### config.mk
export PLATFORM = sky130hd
export DESIGN_NAME = usb_pingpong_fifo
export DESIGN_NICKNAME = d
export VERILOG_FILES = /design/src/rtl/pp_pkg.sv /design/src/rtl/pp_port_mux.sv /design/src/rtl/pp_storage.sv /design/src/rtl/pp_bank_ctrl.sv /design/src/rtl/usb_pingpong_fifo.sv
export SDC_FILE = /design/constraint.sdc
export NUM_CORES = 1
export LEC_CHECK = 0
export BUFFER_PORTS_ARGS = -buffer_cell sky130_fd_sc_hd__buf_2
export CAP_MARGIN = 20
export CORE_ASPECT_RATIO = 1.5
export CORE_UTILIZATION = 37
export DETAILED_ROUTE_END_ITERATION = 8
export SYNTH_ARGS = -nofsm -noshare
export SYNTH_HDL_FRONTEND = slang
export SYNTH_SLANG_ARGS = --single-unit
### constraint.sdc
create_clock -name clk -period 3.5 [get_ports clk]
set_input_delay 0.175 -clock clk [delete_from_list [all_inputs] [get_ports clk]]
set_output_delay 0.175 -clock clk [all_outputs]
set_load 0.02 [all_outputs]
### src/rtl/pp_pkg.sv
package pp_pkg;

  typedef enum logic {
    DIR_RX = 1'b0,
    DIR_TX = 1'b1
  } pp_dir_e;

  // Linear storage index of byte idx inside a bank.
  function automatic int unsigned pp_flat_index(input logic bank,
                                                input int unsigned idx,
                                                input int unsigned depth);
    return (bank ? depth : 0) + idx;
  endfunction

  // A bank closes once it holds depth bytes, or on an end strobe with data pending.
  function automatic logic pp_closes(input int unsigned filled,
                                     input logic eop,
                                     input int unsigned depth);
    return (filled == depth) || (eop && (filled != 0));
  endfunction

endpackage

### src/rtl/pp_port_mux.sv
module pp_port_mux #(
  parameter int DATA_W = 8
) (
  input  logic              dir_tx,
  input  logic              usb_wr_en,
  input  logic [DATA_W-1:0] usb_wr_data,
  input  logic              usb_eop,
  input  logic              usb_rd_en,
  output logic [DATA_W-1:0] usb_rd_data,
  input  logic              mcu_wr_en,
  input  logic [DATA_W-1:0] mcu_wr_data,
  input  logic              mcu_eop,
  input  logic              mcu_rd_en,
  output logic [DATA_W-1:0] mcu_rd_data,
  output logic              wr_en,
  output logic [DATA_W-1:0] wr_data,
  output logic              eop,
  output logic              rd_en,
  input  logic [DATA_W-1:0] rd_data
);
  import pp_pkg::*;

  logic tx_sel;
  assign tx_sel = (dir_tx == DIR_TX);

  always_comb begin
    if (tx_sel) begin
      wr_en       = mcu_wr_en;
      wr_data     = mcu_wr_data;
      eop         = mcu_eop;
      rd_en       = usb_rd_en;
      usb_rd_data = rd_data;
      mcu_rd_data = '0;
    end else begin
      wr_en       = usb_wr_en;
      wr_data     = usb_wr_data;
      eop         = usb_eop;
      rd_en       = mcu_rd_en;
      usb_rd_data = '0;
      mcu_rd_data = rd_data;
    end
  end

endmodule

### src/rtl/pp_storage.sv
module pp_storage #(
  parameter int DATA_W = 8,
  parameter int WORDS  = 128,
  localparam int AW    = $clog2(WORDS)
) (
  input  logic              clk,
  input  logic              we,
  input  logic [AW-1:0]     waddr,
  input  logic [DATA_W-1:0] wdata,
  input  logic [AW-1:0]     raddr,
  output logic [DATA_W-1:0] rdata
);

  logic [DATA_W-1:0] mem [WORDS];

  always_ff @(posedge clk) begin
    if (we) mem[waddr] <= wdata;
  end

  assign rdata = mem[raddr];

endmodule

### src/rtl/pp_bank_ctrl.sv
module pp_bank_ctrl #(
  parameter int DEPTH   = 64,
  localparam int CNT_W  = $clog2(DEPTH + 1),
  localparam int ADDR_W = $clog2(2 * DEPTH)
) (
  input  logic              clk,
  input  logic              rst_n,
  input  logic              flush,
  input  logic              wr_en,
  input  logic              eop,
  input  logic              rd_en,
  output logic [ADDR_W-1:0] waddr,
  output logic [ADDR_W-1:0] raddr,
  output logic              wr_accept,
  output logic              close_ev,
  output logic              rel_ev,
  output logic              full,
  output logic              empty,
  output logic              busy,
  output logic              pkt_ready,
  output logic [CNT_W-1:0]  rd_len
);
  import pp_pkg::*;

  logic [1:0]       ready_q;
  logic [CNT_W-1:0] len_q [2];
  logic             wb_q, rb_q;
  logic [CNT_W-1:0] wcnt_q, rcnt_q;

  logic [CNT_W-1:0] wfill;
  logic             rd_accept;
  logic             other_free;
  logic             wb_move;

  assign busy      = ready_q[wb_q];
  assign wr_accept = wr_en && !busy && !flush;
  assign wfill     = wcnt_q + CNT_W'(wr_accept);
  assign close_ev  = !flush && !busy && pp_closes(32'(wfill), eop, DEPTH);

  assign rd_accept = rd_en && ready_q[rb_q] && !flush;
  assign rel_ev    = rd_accept && ((rcnt_q + CNT_W'(1)) == len_q[rb_q]);

  // The other bank counts as free if it is released in this very cycle.
  assign other_free = !ready_q[~wb_q] || (rel_ev && (rb_q != wb_q));
  assign wb_move    = close_ev ? other_free : (busy && rel_ev);

  always_ff @(posedge clk or negedge rst_n) begin
    if (!rst_n) begin
      ready_q  <= '0;
      len_q[0] <= '0;
      len_q[1] <= '0;
      wb_q     <= 1'b0;
      rb_q     <= 1'b0;
      wcnt_q   <= '0;
      rcnt_q   <= '0;
    end else if (flush) begin
      ready_q  <= '0;
      len_q[0] <= '0;
      len_q[1] <= '0;
      wb_q     <= 1'b0;
      rb_q     <= 1'b0;
      wcnt_q   <= '0;
      rcnt_q   <= '0;
    end else begin
      if (rel_ev) begin
        ready_q[rb_q] <= 1'b0;
        rb_q          <= ~rb_q;
        rcnt_q        <= '0;
      end else if (rd_accept) begin
        rcnt_q <= rcnt_q + CNT_W'(1);
      end
      if (close_ev) begin
        ready_q[wb_q] <= 1'b1;
        len_q[wb_q]   <= wfill;
      end
      if (wb_move) begin
        wb_q   <= ~wb_q;
        wcnt_q <= '0;
      end else begin
        wcnt_q <= wfill;
      end
    end
  end

  assign waddr     = ADDR_W'(pp_flat_index(wb_q, 32'(wcnt_q), DEPTH));
  assign raddr     = ADDR_W'(pp_flat_index(rb_q, 32'(rcnt_q), DEPTH));
  assign full      = busy && (wcnt_q == CNT_W'(DEPTH));
  assign empty     = !ready_q[rb_q];
  assign pkt_ready = |ready_q;
  assign rd_len    = ready_q[rb_q] ? len_q[rb_q] : '0;

endmodule

### src/rtl/usb_pingpong_fifo.sv
module usb_pingpong_fifo #(
  parameter int DATA_W  = 8,
  parameter int DEPTH   = 64,
  localparam int CNT_W  = $clog2(DEPTH + 1),
  localparam int ADDR_W = $clog2(2 * DEPTH)
) (
  input  logic              clk,
  input  logic              rst_n,
  input  logic              bus_rst,
  input  logic              dir_tx,
  input  logic              usb_wr_en,
  input  logic [DATA_W-1:0] usb_wr_data,
  input  logic              usb_eop,
  input  logic              usb_rd_en,
  output logic [DATA_W-1:0] usb_rd_data,
  input  logic              mcu_wr_en,
  input  logic [DATA_W-1:0] mcu_wr_data,
  input  logic              mcu_eop,
  input  logic              mcu_rd_en,
  output logic [DATA_W-1:0] mcu_rd_data,
  output logic              full,
  output logic              empty,
  output logic              busy,
  output logic              pkt_ready,
  output logic [CNT_W-1:0]  rd_len
);

  logic              dir_q;
  logic              flush;
  logic              wr_en, eop, rd_en;
  logic [DATA_W-1:0] wr_data, rd_data;
  logic [ADDR_W-1:0] waddr, raddr;
  logic              wr_accept, close_ev, rel_ev;

  always_ff @(posedge clk or negedge rst_n) begin
    if (!rst_n) dir_q <= 1'b0;
    else        dir_q <= dir_tx;
  end

  assign flush = bus_rst || (dir_tx != dir_q);

  pp_port_mux #(.DATA_W(DATA_W)) u_mux (
    .dir_tx      (dir_tx),
    .usb_wr_en   (usb_wr_en),
    .usb_wr_data (usb_wr_data),
    .usb_eop     (usb_eop),
    .usb_rd_en   (usb_rd_en),
    .usb_rd_data (usb_rd_data),
    .mcu_wr_en   (mcu_wr_en),
    .mcu_wr_data (mcu_wr_data),
    .mcu_eop     (mcu_eop),
    .mcu_rd_en   (mcu_rd_en),
    .mcu_rd_data (mcu_rd_data),
    .wr_en       (wr_en),
    .wr_data     (wr_data),
    .eop         (eop),
    .rd_en       (rd_en),
    .rd_data     (rd_data)
  );

  pp_bank_ctrl #(.DEPTH(DEPTH)) u_ctrl (
    .clk       (clk),
    .rst_n     (rst_n),
    .flush     (flush),
    .wr_en     (wr_en),
    .eop       (eop),
    .rd_en     (rd_en),
    .waddr     (waddr),
    .raddr     (raddr),
    .wr_accept (wr_accept),
    .close_ev  (close_ev),
    .rel_ev    (rel_ev),
    .full      (full),
    .empty     (empty),
    .busy      (busy),
    .pkt_ready (pkt_ready),
    .rd_len    (rd_len)
  );

  pp_storage #(.DATA_W(DATA_W), .WORDS(2 * DEPTH)) u_mem (
    .clk   (clk),
    .we    (wr_accept),
    .waddr (waddr),
    .wdata (wr_data),
    .raddr (raddr),
    .rdata (rd_data)
  );

endmodule

==> impl_results.html, run 1 <==
<table>
<tr><th>Metric</th><th>Value</th></tr>
<tr><th colspan="2">Outcome</th></tr>
<tr><td>Result of the run</td><td>complete, but fails checks</td></tr>
<tr><td>Violated checks</td><td>setup timing</td></tr>
<tr><th colspan="2">Timing</th></tr>
<tr><td>Max-slew violation count</td><td>0</td></tr>
<tr><td>Post-route minimum period</td><td>3780 ps</td></tr>
<tr><td>Unrepaired setup endpoints after global routing</td><td>true</td></tr>
<tr><td>Max Fclk</td><td>0.264 GHz</td></tr>
<tr><td>Clock tree skew after final layout</td><td>28.7 ps</td></tr>
<tr><td>Final-layout setup total negative slack</td><td>-3280 ps</td></tr>
<tr><td>Endpoints failing setup</td><td>16</td></tr>
<tr><td>Slew @ Worst Pin</td><td>980 ps</td></tr>
<tr><td>Number of hold-slack violations in the final timing report</td><td>0</td></tr>
<tr><td>Final WS setup</td><td>-283 ps</td></tr>
<tr><td>Headroom to the max-slew limit</td><td>0.344</td></tr>
<tr><td>Final worst path period share</td><td>1.08</td></tr>
<tr><th colspan="2">Drt</th></tr>
<tr><td>Via count</td><td>21.7k</td></tr>
<tr><td>Drt drc</td><td>0</td></tr>
<tr><td>Via count normalized by instance count</td><td>5.51</td></tr>
<tr><td>Antenna-violating nets left</td><td>0</td></tr>
<tr><td>Overall routed net length</td><td>110,000 um</td></tr>
<tr><td>Detailed-router iteration count before antenna repair</td><td>5</td></tr>
<tr><td>Number of DRC markers in iteration 0</td><td>2,032</td></tr>
<tr><td>Routed wire per std cell</td><td>27.9 um</td></tr>
<tr><th colspan="2">Min path</th></tr>
<tr><td>Type of the most critical hold path</td><td>input port to flop</td></tr>
<tr><td>Hold Path Cell Cnt</td><td>2</td></tr>
<tr><td>Min-delay src</td><td>dir_tx</td></tr>
<tr><th colspan="2">Layout</th></tr>
<tr><td>Top library cells by usage in the layout, fill and taps aside</td><td>edfxtp_1, mux4_2, buf_4, nor2_1, mux2i_1</td></tr>
<tr><td>ANT cells</td><td>0</td></tr>
<tr><td>Nets</td><td>2,440</td></tr>
<tr><td>Post-Layout Inst Area</td><td>0.0496 sq mm</td></tr>
<tr><td>Synth-to-layout area growth</td><td>17.8%</td></tr>
<tr><td>Most common cell after layout, fill and taps aside</td><td>edfxtp_1</td></tr>
<tr><td>Number of fill cells</td><td>9,473</td></tr>
<tr><td>Share of layout cells above drive strength 1</td><td>0.309</td></tr>
<tr><th colspan="2">CTS</th></tr>
<tr><td>TritonCTS clock tree</td><td>done</td></tr>
<tr><td>Clock tree buffer depth</td><td>3</td></tr>
<tr><td>Htree depth</td><td>3</td></tr>
<tr><td>Root buf cell</td><td>clkbuf_16</td></tr>
<tr><td>Clk_lat worst skew</td><td>690 ps</td></tr>
<tr><td>Number of sinks handled by clock tree synthesis</td><td>1,057</td></tr>
<tr><td>Clock transition at the registers of the reported paths</td><td>70 ps</td></tr>
<tr><td>Total clock buffers created by CTS</td><td>89</td></tr>
<tr><th colspan="2">Synthesis</th></tr>
<tr><td>Average instance area after synthesis</td><td>19.5 sq um</td></tr>
<tr><td>Gate count after technology mapping</td><td>2,155</td></tr>
<tr><td>Count of unique library cells instantiated by Yosys</td><td>51</td></tr>
<tr><td>Net Count, Synth</td><td>2,184</td></tr>
<tr><td>Number of synthesized register bits</td><td>1,057</td></tr>
<tr><td>Synth area leaders</td><td>edfxtp_1, mux4_2, mux2i_1</td></tr>
<tr><td>Number of warning messages in the yosys log</td><td>0</td></tr>
<tr><td>Share of Yosys cell area claimed by the top area cell type</td><td>0.730</td></tr>
<tr><td>Sequential cell area fraction in the yosys report</td><td>0.750</td></tr>
<tr><td>Top_reg_cell synth</td><td>edfxtp_1</td></tr>
<tr><td>Share of synthesized registers carrying an async set or reset</td><td>0.0312</td></tr>
<tr><td>Number of enable-type register cells in the synthesized netlist</td><td>1,024</td></tr>
<tr><td>Mapped Area</td><td>0.0421 sq mm</td></tr>
<tr><td>Top cell type by total area after synthesis</td><td>edfxtp_1</td></tr>
<tr><th colspan="2">GRT</th></tr>
<tr><td>Number of antenna violations at the first check in global routing</td><td>1</td></tr>
<tr><td>Number of global-route vias before repair</td><td>22.6k</td></tr>
<tr><td>Gr ovfl total</td><td>0</td></tr>
<tr><td>Gr usage total</td><td>0.191</td></tr>
<tr><td>Global-route wire length before repair</td><td>159,000 um</td></tr>
<tr><td>Largest net degree at the start of global routing</td><td>75</td></tr>
<tr><th colspan="2">Critical path</th></tr>
<tr><td>Category of the worst setup path capture point</td><td>output port</td></tr>
<tr><td>Setup Crit Path Kind</td><td>flop to output port</td></tr>
<tr><td>Worst-case reg-to-reg path depth</td><td>11</td></tr>
<tr><td>R2r setup slk</td><td>180 ps</td></tr>
<tr><td>Endpoint of the most critical register-to-register path</td><td>u_ctrl.wb_q</td></tr>
<tr><td>Source of the critical timing path</td><td>u_ctrl.rcnt_q[0]</td></tr>
<tr><td>Critical path destination</td><td>usb_rd_data[7]</td></tr>
<tr><td>Critical path arrival</td><td>3610 ps</td></tr>
<tr><td>Worst-path maximum fanout</td><td>6</td></tr>
<tr><td>Critical Path Start Type</td><td>flop</td></tr>
<tr><td>Origin of the critical flop-to-flop path</td><td>u_ctrl.rcnt_q[0]</td></tr>
<tr><td>Data required time of the critical path</td><td>3320 ps</td></tr>
<tr><th colspan="2">Power and ir drop</th></tr>
<tr><td>Largest voltage drop on the vdd net</td><td>0.287 mV</td></tr>
<tr><td>Switching power as a share of total power</td><td>0.202</td></tr>
<tr><td>Static Leak</td><td>15.3 nW</td></tr>
<tr><td>Sequential cell fraction of total power</td><td>0.577</td></tr>
<tr><td>Internal power contribution</td><td>19.3 mW</td></tr>
<tr><td>Switching power</td><td>4.89 mW</td></tr>
<tr><td>Combinational group share of total power</td><td>0.026</td></tr>
<tr><td>Clock network power share</td><td>0.396</td></tr>
<tr><td>Total power per unit cell area</td><td>488 mW/mm^2</td></tr>
<tr><th colspan="2">Die</th></tr>
<tr><td>Die Y-Extent</td><td>415 um</td></tr>
<tr><td>DIE WIDTH</td><td>277 um</td></tr>
<tr><td>Placement row count</td><td>151</td></tr>
<tr><td>I/O pin total</td><td>53</td></tr>
<tr><td>Area inside the core boundary</td><td>0.113 sq mm</td></tr>
<tr><td>Starting Density</td><td>0.373</td></tr>
<tr><td>Area enclosed by the die boundary</td><td>0.115 sq mm</td></tr>
<tr><th colspan="2">Placed design</th></tr>
<tr><td>HPWL Detailed</td><td>71,100 um</td></tr>
<tr><td>Final weighted congestion in routability-driven placement</td><td>0.835</td></tr>
<tr><td>Number of port buffers</td><td>52</td></tr>
<tr><td>Area of placed instances</td><td>0.0456 sq mm</td></tr>
<tr><th colspan="2">Run</th></tr>
<tr><td>MaxCap Viol Count</td><td>0</td></tr>
</table>
==> power by group through the flow <==
stage	sequential (mW)	clock (mW)	combinational [mW]
2_1_floorplan	14.3	0	0.263
3_3_place_gp	14.3	0	0.573
3_5_place_dp	14.3	0	0.603
4_1_cts	14.0	9.76	0.630
5_1_grt	14.0	10.2	0.678
6_report	14.0	9.60	0.640
==> metrics by stage <==
step           hold WS (ps)  setup WS (ps)   util  std cells  total power [mW]
2_1_floorplan          -121            283      -       2155              14.5
3_3_place_gp            293            241  0.404       3740              14.8
3_5_place_dp            297            159  0.404       3740              14.9
4_1_cts                40.2           -344  0.437       3925              24.4
5_1_grt                50.5           -354  0.440       3929              24.8
6_report               72.4           -283  0.440       3929              24.2
==> sequential cells by signal, summed over array words and instances, names as in the netlist <==
signal          cells
u_ctrl.len_q       14
u_ctrl.rb_q         1
u_ctrl.wcnt_q       7
u_ctrl.wb_q         1
u_ctrl.ready_q      2
u_mem.mem        1024
dir_q               1
u_ctrl.rcnt_q       7
==> how the worst min path moves through the flow <==
stage / to / slack [ps]
floorplan: dir_q / -120
global placement: u_ctrl.rcnt_q[2] / 290
detailed placement: u_ctrl.rcnt_q[2] / 300
CTS: dir_q / 40
global route: dir_q / 50
finish: dir_q / 70
==> final cells by class <==
| type | count | area [sq um] | share of cell area |
|---|---|---|---|
| inverter | 21 | 86.3 | 0.00174 |
| tap | 1453 | 1820 | 0.0367 |
| clock inverter | 51 | 402 | 0.00810 |
| clock buffer | 105 | 2330 | 0.0470 |
| multi-input combinational | 948 | 10400 | 0.209 |
| timing repair buffer | 294 | 3000 | 0.0604 |
| sequential | 1057 | 31600 | 0.637 |
==> cells in the mapped netlist, types with 3 or more instances <==
cell / count
a21oi_1: 57
nor2b_1: 17
buf_1: 29
o22ai_1: 3
nand2b_1: 4
nand2_1: 64
xor2_1: 8
o221ai_1: 13
o211ai_1: 8
a211oi_1: 11
nor2_1: 164
buf_4: 3
nor3_1: 5
or3_1: 5
xnor2_1: 13
a31oi_1: 17
ha_1: 3
or2_2: 8
inv_1: 20
mux2_2: 34
and2_1: 11
edfxtp_1: 1024
o2111ai_1: 8
dfrtp_1: 33
buf_2: 39
a22oi_1: 20
mux4_2: 224
buf_6: 3
nand3b_1: 3
clkbuf_1: 55
o21ai_0: 12
a32o_1: 14
mux2i_1: 150
nand3_1: 40
nand4_1: 11
==> repair_timing <==
action                     4_1_cts  5_1_grt
hold buffers                     1        0
hold endpoints to repair        33        0
gates cloned                    11        2
gates resized for setup        116       64
setup buffers                   18        6
pin swaps                       12       19
setup endpoints to repair       16       17
==> worst max-delay path: stages, from the launching register on <==
cell and delay [ps]:
dfrtp_4 450, buf_12 150, buf_16 150, buf_8 130
mux4_2 510, mux4_2 460, mux2_4 310, a31oi_4 160
nand4_1 150, buf_6 180, and2_4 150, buf_6 120
==> cell families after synthesis <==
group	Yosys count	synth area share
buffers and inverters	150	0.0153
XOR/XNOR	21	0.00437
AO/OA/AOI/OAI	174	0.0284
multiplexers	409	0.165
AND/OR/NAND/NOR	341	0.0361
adder cells (fa/ha/maj)	3	0.000892
flip-flops	1057	0.750
==> metal layers <==
layer / track usage / vias up / share of wire
met5: 0 / - / 0
met3: 0.0276 / 156 / 0.049
met4: 0.0629 / 0 / 0.031
met2: 0.346 / 698 / 0.53
li1: - / 9279 / -
met1: 0.231 / 11500 / 0.39
No activity file was read; power rests on OpenSTA's default activity.
==> run 2, diff against run 1 <==
Settings changed: TNS_END_PERCENT set to 1.
==> run 2 against run 1 <==
Against the previous run: highest routed layer unchanged; via count shrank 0.14%; die area is the same; the flow still finishes with violations (setup timing); global-route usage shrank 0.15 points; critical endpoint is now usb_rd_data[5]; register-to-register slack lost 50 ps.
==> impl_results.html, run 2 (same netlist as run 1, synthesis figures left out) <==
<table>
<tr><th>Metric</th><th>Value</th></tr>
<tr><th colspan="2">Drt</th></tr>
<tr><td>Routed met1 length</td><td>41,900 um</td></tr>
<tr><td>Detailed-router iteration count before antenna repair</td><td>5</td></tr>
<tr><td>Drt drc</td><td>0</td></tr>
<tr><td>Number of DRC markers in iteration 0</td><td>2,144</td></tr>
<tr><td>Top sig layer</td><td>met4</td></tr>
<tr><td>Antenna-violating nets left</td><td>0</td></tr>
<tr><td>Met3 routed wirelength</td><td>5270 um</td></tr>
<tr><td>Via count</td><td>21.6k</td></tr>
<tr><td>Overall routed net length</td><td>109,000 um</td></tr>
<tr><td>Routed wl met2</td><td>58,500 um</td></tr>
<tr><td>Via count normalized by instance count</td><td>5.52</td></tr>
<tr><td>Routed wire per std cell</td><td>27.8 um</td></tr>
<tr><th colspan="2">GRT</th></tr>
<tr><td>Number of global-route vias before repair</td><td>22.5k</td></tr>
<tr><td>Global-route wire length before repair</td><td>158,000 um</td></tr>
<tr><td>Gr usage total</td><td>0.189</td></tr>
<tr><td>Number of antenna violations at the first check in global routing</td><td>1</td></tr>
<tr><td>Gr ovfl total</td><td>0</td></tr>
<tr><td>Largest net degree at the start of global routing</td><td>75</td></tr>
<tr><th colspan="2">Critical path</th></tr>
<tr><td>Slowest library cell on the worst path</td><td>dfrtp_4</td></tr>
<tr><td>Data required time of the critical path</td><td>3320 ps</td></tr>
<tr><td>Category of the worst setup path capture point</td><td>output port</td></tr>
<tr><td>Setup Crit Path Kind</td><td>flop to output port</td></tr>
<tr><td>Worst path bufs/invs</td><td>4</td></tr>
<tr><td>Worst-path maximum fanout</td><td>5</td></tr>
<tr><td>Critical path arrival</td><td>3650 ps</td></tr>
<tr><td>R2r setup slk</td><td>130 ps</td></tr>
<tr><td>Cell type group with the largest total delay on the critical path</td><td>multiplexers</td></tr>
<tr><td>Delay contributed by the slowest stage of the critical path</td><td>510 ps</td></tr>
<tr><td>Critical Path Start Type</td><td>flop</td></tr>
<tr><td>CP cell instances</td><td>buf_4, bufbuf_16, mux4_2, mux4_2, nand2_2, o2111ai_2, buf_4, and2_1, a32o_1, buf_2</td></tr>
<tr><th colspan="2">CTS</th></tr>
<tr><td>Total clock buffers created by CTS</td><td>89</td></tr>
<tr><td>Clock transition at the registers of the reported paths</td><td>70 ps</td></tr>
<tr><td>Clock tree buffer depth</td><td>3</td></tr>
<tr><td>Htree depth</td><td>3</td></tr>
<tr><td>TritonCTS clock tree</td><td>done</td></tr>
<tr><td>Root buf cell</td><td>clkbuf_16</td></tr>
<tr><td>Clk_lat worst skew</td><td>690 ps</td></tr>
<tr><td>Number of sinks handled by clock tree synthesis</td><td>1,057</td></tr>
<tr><th colspan="2">Placed design</th></tr>
<tr><td>HPWL Detailed</td><td>71,100 um</td></tr>
<tr><td>Final weighted congestion in routability-driven placement</td><td>0.835</td></tr>
<tr><td>Number of port buffers</td><td>52</td></tr>
<tr><td>Inst Count DP</td><td>3,740</td></tr>
<tr><th colspan="2">Power and ir drop</th></tr>
<tr><td>Largest voltage drop on the vdd net</td><td>0.289 mV</td></tr>
<tr><td>Total power per unit cell area</td><td>494 mW/mm^2</td></tr>
<tr><td>Power Total</td><td>24.2 mW</td></tr>
<tr><td>Static Leak</td><td>15.1 nW</td></tr>
<tr><th colspan="2">Die</th></tr>
<tr><td>Starting Density</td><td>0.373</td></tr>
<tr><td>I/O pin total</td><td>53</td></tr>
<tr><td>Area enclosed by the die boundary</td><td>0.115 sq mm</td></tr>
<tr><td>Area inside the core boundary</td><td>0.113 sq mm</td></tr>
<tr><td>Placement row count</td><td>151</td></tr>
<tr><td>Die Y-Extent</td><td>415 um</td></tr>
<tr><td>DIE WIDTH</td><td>277 um</td></tr>
<tr><th colspan="2">Timing</th></tr>
<tr><td>Endpoints failing setup</td><td>16</td></tr>
<tr><td>Clock tree skew after final layout</td><td>25.9 ps</td></tr>
<tr><td>Number of hold-slack violations in the final timing report</td><td>0</td></tr>
<tr><td>Final-layout setup total negative slack</td><td>-4100 ps</td></tr>
<tr><td>Headroom to the max-slew limit</td><td>0.383</td></tr>
<tr><td>Final worst path period share</td><td>1.09</td></tr>
<tr><td>Final WS setup</td><td>-320 ps</td></tr>
<tr><td>Unrepaired setup endpoints after global routing</td><td>true</td></tr>
<tr><td>Post-route minimum period</td><td>3820 ps</td></tr>
<tr><td>Max-slew violation count</td><td>0</td></tr>
<tr><td>Max Fclk</td><td>0.262 GHz</td></tr>
<tr><td>Slew @ Worst Pin</td><td>922 ps</td></tr>
<tr><th colspan="2">Layout</th></tr>
<tr><td>Top library cells by usage in the layout, fill and taps aside</td><td>edfxtp_1, mux4_2, buf_4, nor2_1, mux2i_1</td></tr>
<tr><td>Most common cell after layout, fill and taps aside</td><td>edfxtp_1</td></tr>
<tr><td>Share of layout cells above drive strength 1</td><td>0.290</td></tr>
<tr><td>Reg with most FFs</td><td>u_mem.mem</td></tr>
<tr><td>Number of cells in the finished layout apart from fillers</td><td>3,919</td></tr>
<tr><td>Nets</td><td>2,430</td></tr>
<tr><td>Synth-to-layout area growth</td><td>16.3%</td></tr>
<tr><td>ANT cells</td><td>0</td></tr>
<tr><td>Largest registers ranked by flip-flop count</td><td>u_mem.mem (1024), u_ctrl.len_q (14)</td></tr>
<tr><td>Number of fill cells</td><td>9,562</td></tr>
<tr><td>Flip-flop count of the largest register, all copies and words added</td><td>1,024</td></tr>
<tr><th colspan="2">Min path</th></tr>
<tr><td>Type of the most critical hold path</td><td>input port to flop</td></tr>
<tr><th colspan="2">Outcome</th></tr>
<tr><td>Violated checks</td><td>setup timing</td></tr>
<tr><td>Result of the run</td><td>complete, but fails checks</td></tr>
<tr><th colspan="2">Run</th></tr>
<tr><td>MaxCap Viol Count</td><td>0</td></tr>
</table>
[run 2: changes by cell type in the layout (fill, tap and decap cells not counted), moves of 5 or more]
cell	delta
buf_6	-18
buf_4	+10
buf_2	+9
inv_1	+9
a32o_1	+8
a32o_2	-8
o221ai_1	+7
o221ai_4	-7
inv_2	-6
mux2i_1	+6
buf_16	-5
[run 2: worst register-to-register path: cells and delay by family, from the launching register on]
kind / cells / cell delay [ps]
adders and majority gates: 1 / 270
AOI/OAI and AO/OA: 3 / 780
and+or+nand+nor: 2 / 810
xor gates and xnor gates: 1 / 170
buffers and inverters: 4 / 700
DFF: 1 / 510
[run 2: area by class of cell]
cell class                 count  area [sq um]  share of cell area
sequential                  1057         31600               0.645
multi-input combinational    948         10100               0.206
timing repair buffer         284          2660              0.0544
clock buffer                 105          2330              0.0476
tap                         1453          1820              0.0371
clock inverter                51           402             0.00820
inverter                      21          78.8             0.00161
[run 2: timing repair]
action	4_1_cts	5_1_grt
buffers inserted	15	1
resized for setup	65	14
setup endpoints to repair	16	28
gates cloned	6	0
hold buffers	1	0
pin swaps	6	3
endpoints found under the hold margin	33	0
[run 2: per-stage QoR]
| step | util | setup slack, ps | cell area [sq um] | hold slack [ps] |
|---|---|---|---|---|
| after floorplan | - | 283 | 42100 | -121 |
| after global placement | 0.404 | 241 | 45600 | 293 |
| after detailed placement | 0.404 | 159 | 45600 | 297 |
| after CTS | 0.434 | -364 | 48900 | 40.2 |
| after global routing | 0.434 | -371 | 49000 | 50.8 |
| final | 0.434 | -320 | 49000 | 71.4 |
[run 2: worst paths after layout]
kind,from,to,cells after the start
worst max-delay path,u_ctrl.rcnt_q[0],usb_rd_data[5],10
worst min-delay path,dir_tx,dir_q,2
worst max register to register,u_ctrl.rcnt_q[0],u_ctrl.wb_q,11
worst min register to register,u_ctrl.len_q[2],u_ctrl.len_q[2],2
max in group asynchronous,rst_n,u_ctrl.rcnt_q[2],2
min in group asynchronous,rst_n,u_ctrl.rcnt_q[6],2
[run 2: metal layers]
layer | global-route usage | up-vias
met5 | 0 | -
met4 | 0.0601 | 0
met3 | 0.0268 | 147
met2 | 0.345 | 656
met1 | 0.229 | 11600
li1 | - | 9249
[run 2: power by group]
| part | internal, mW | total, mW | leakage (nW) | switching [mW] |
|---|---|---|---|---|
| sequential | 14.0 | 14.0 | 9.65 | 0.00423 |
| clock | 5.19 | 9.59 | 1.34 | 4.40 |
| combinational | 0.152 | 0.620 | 4.11 | 0.468 |
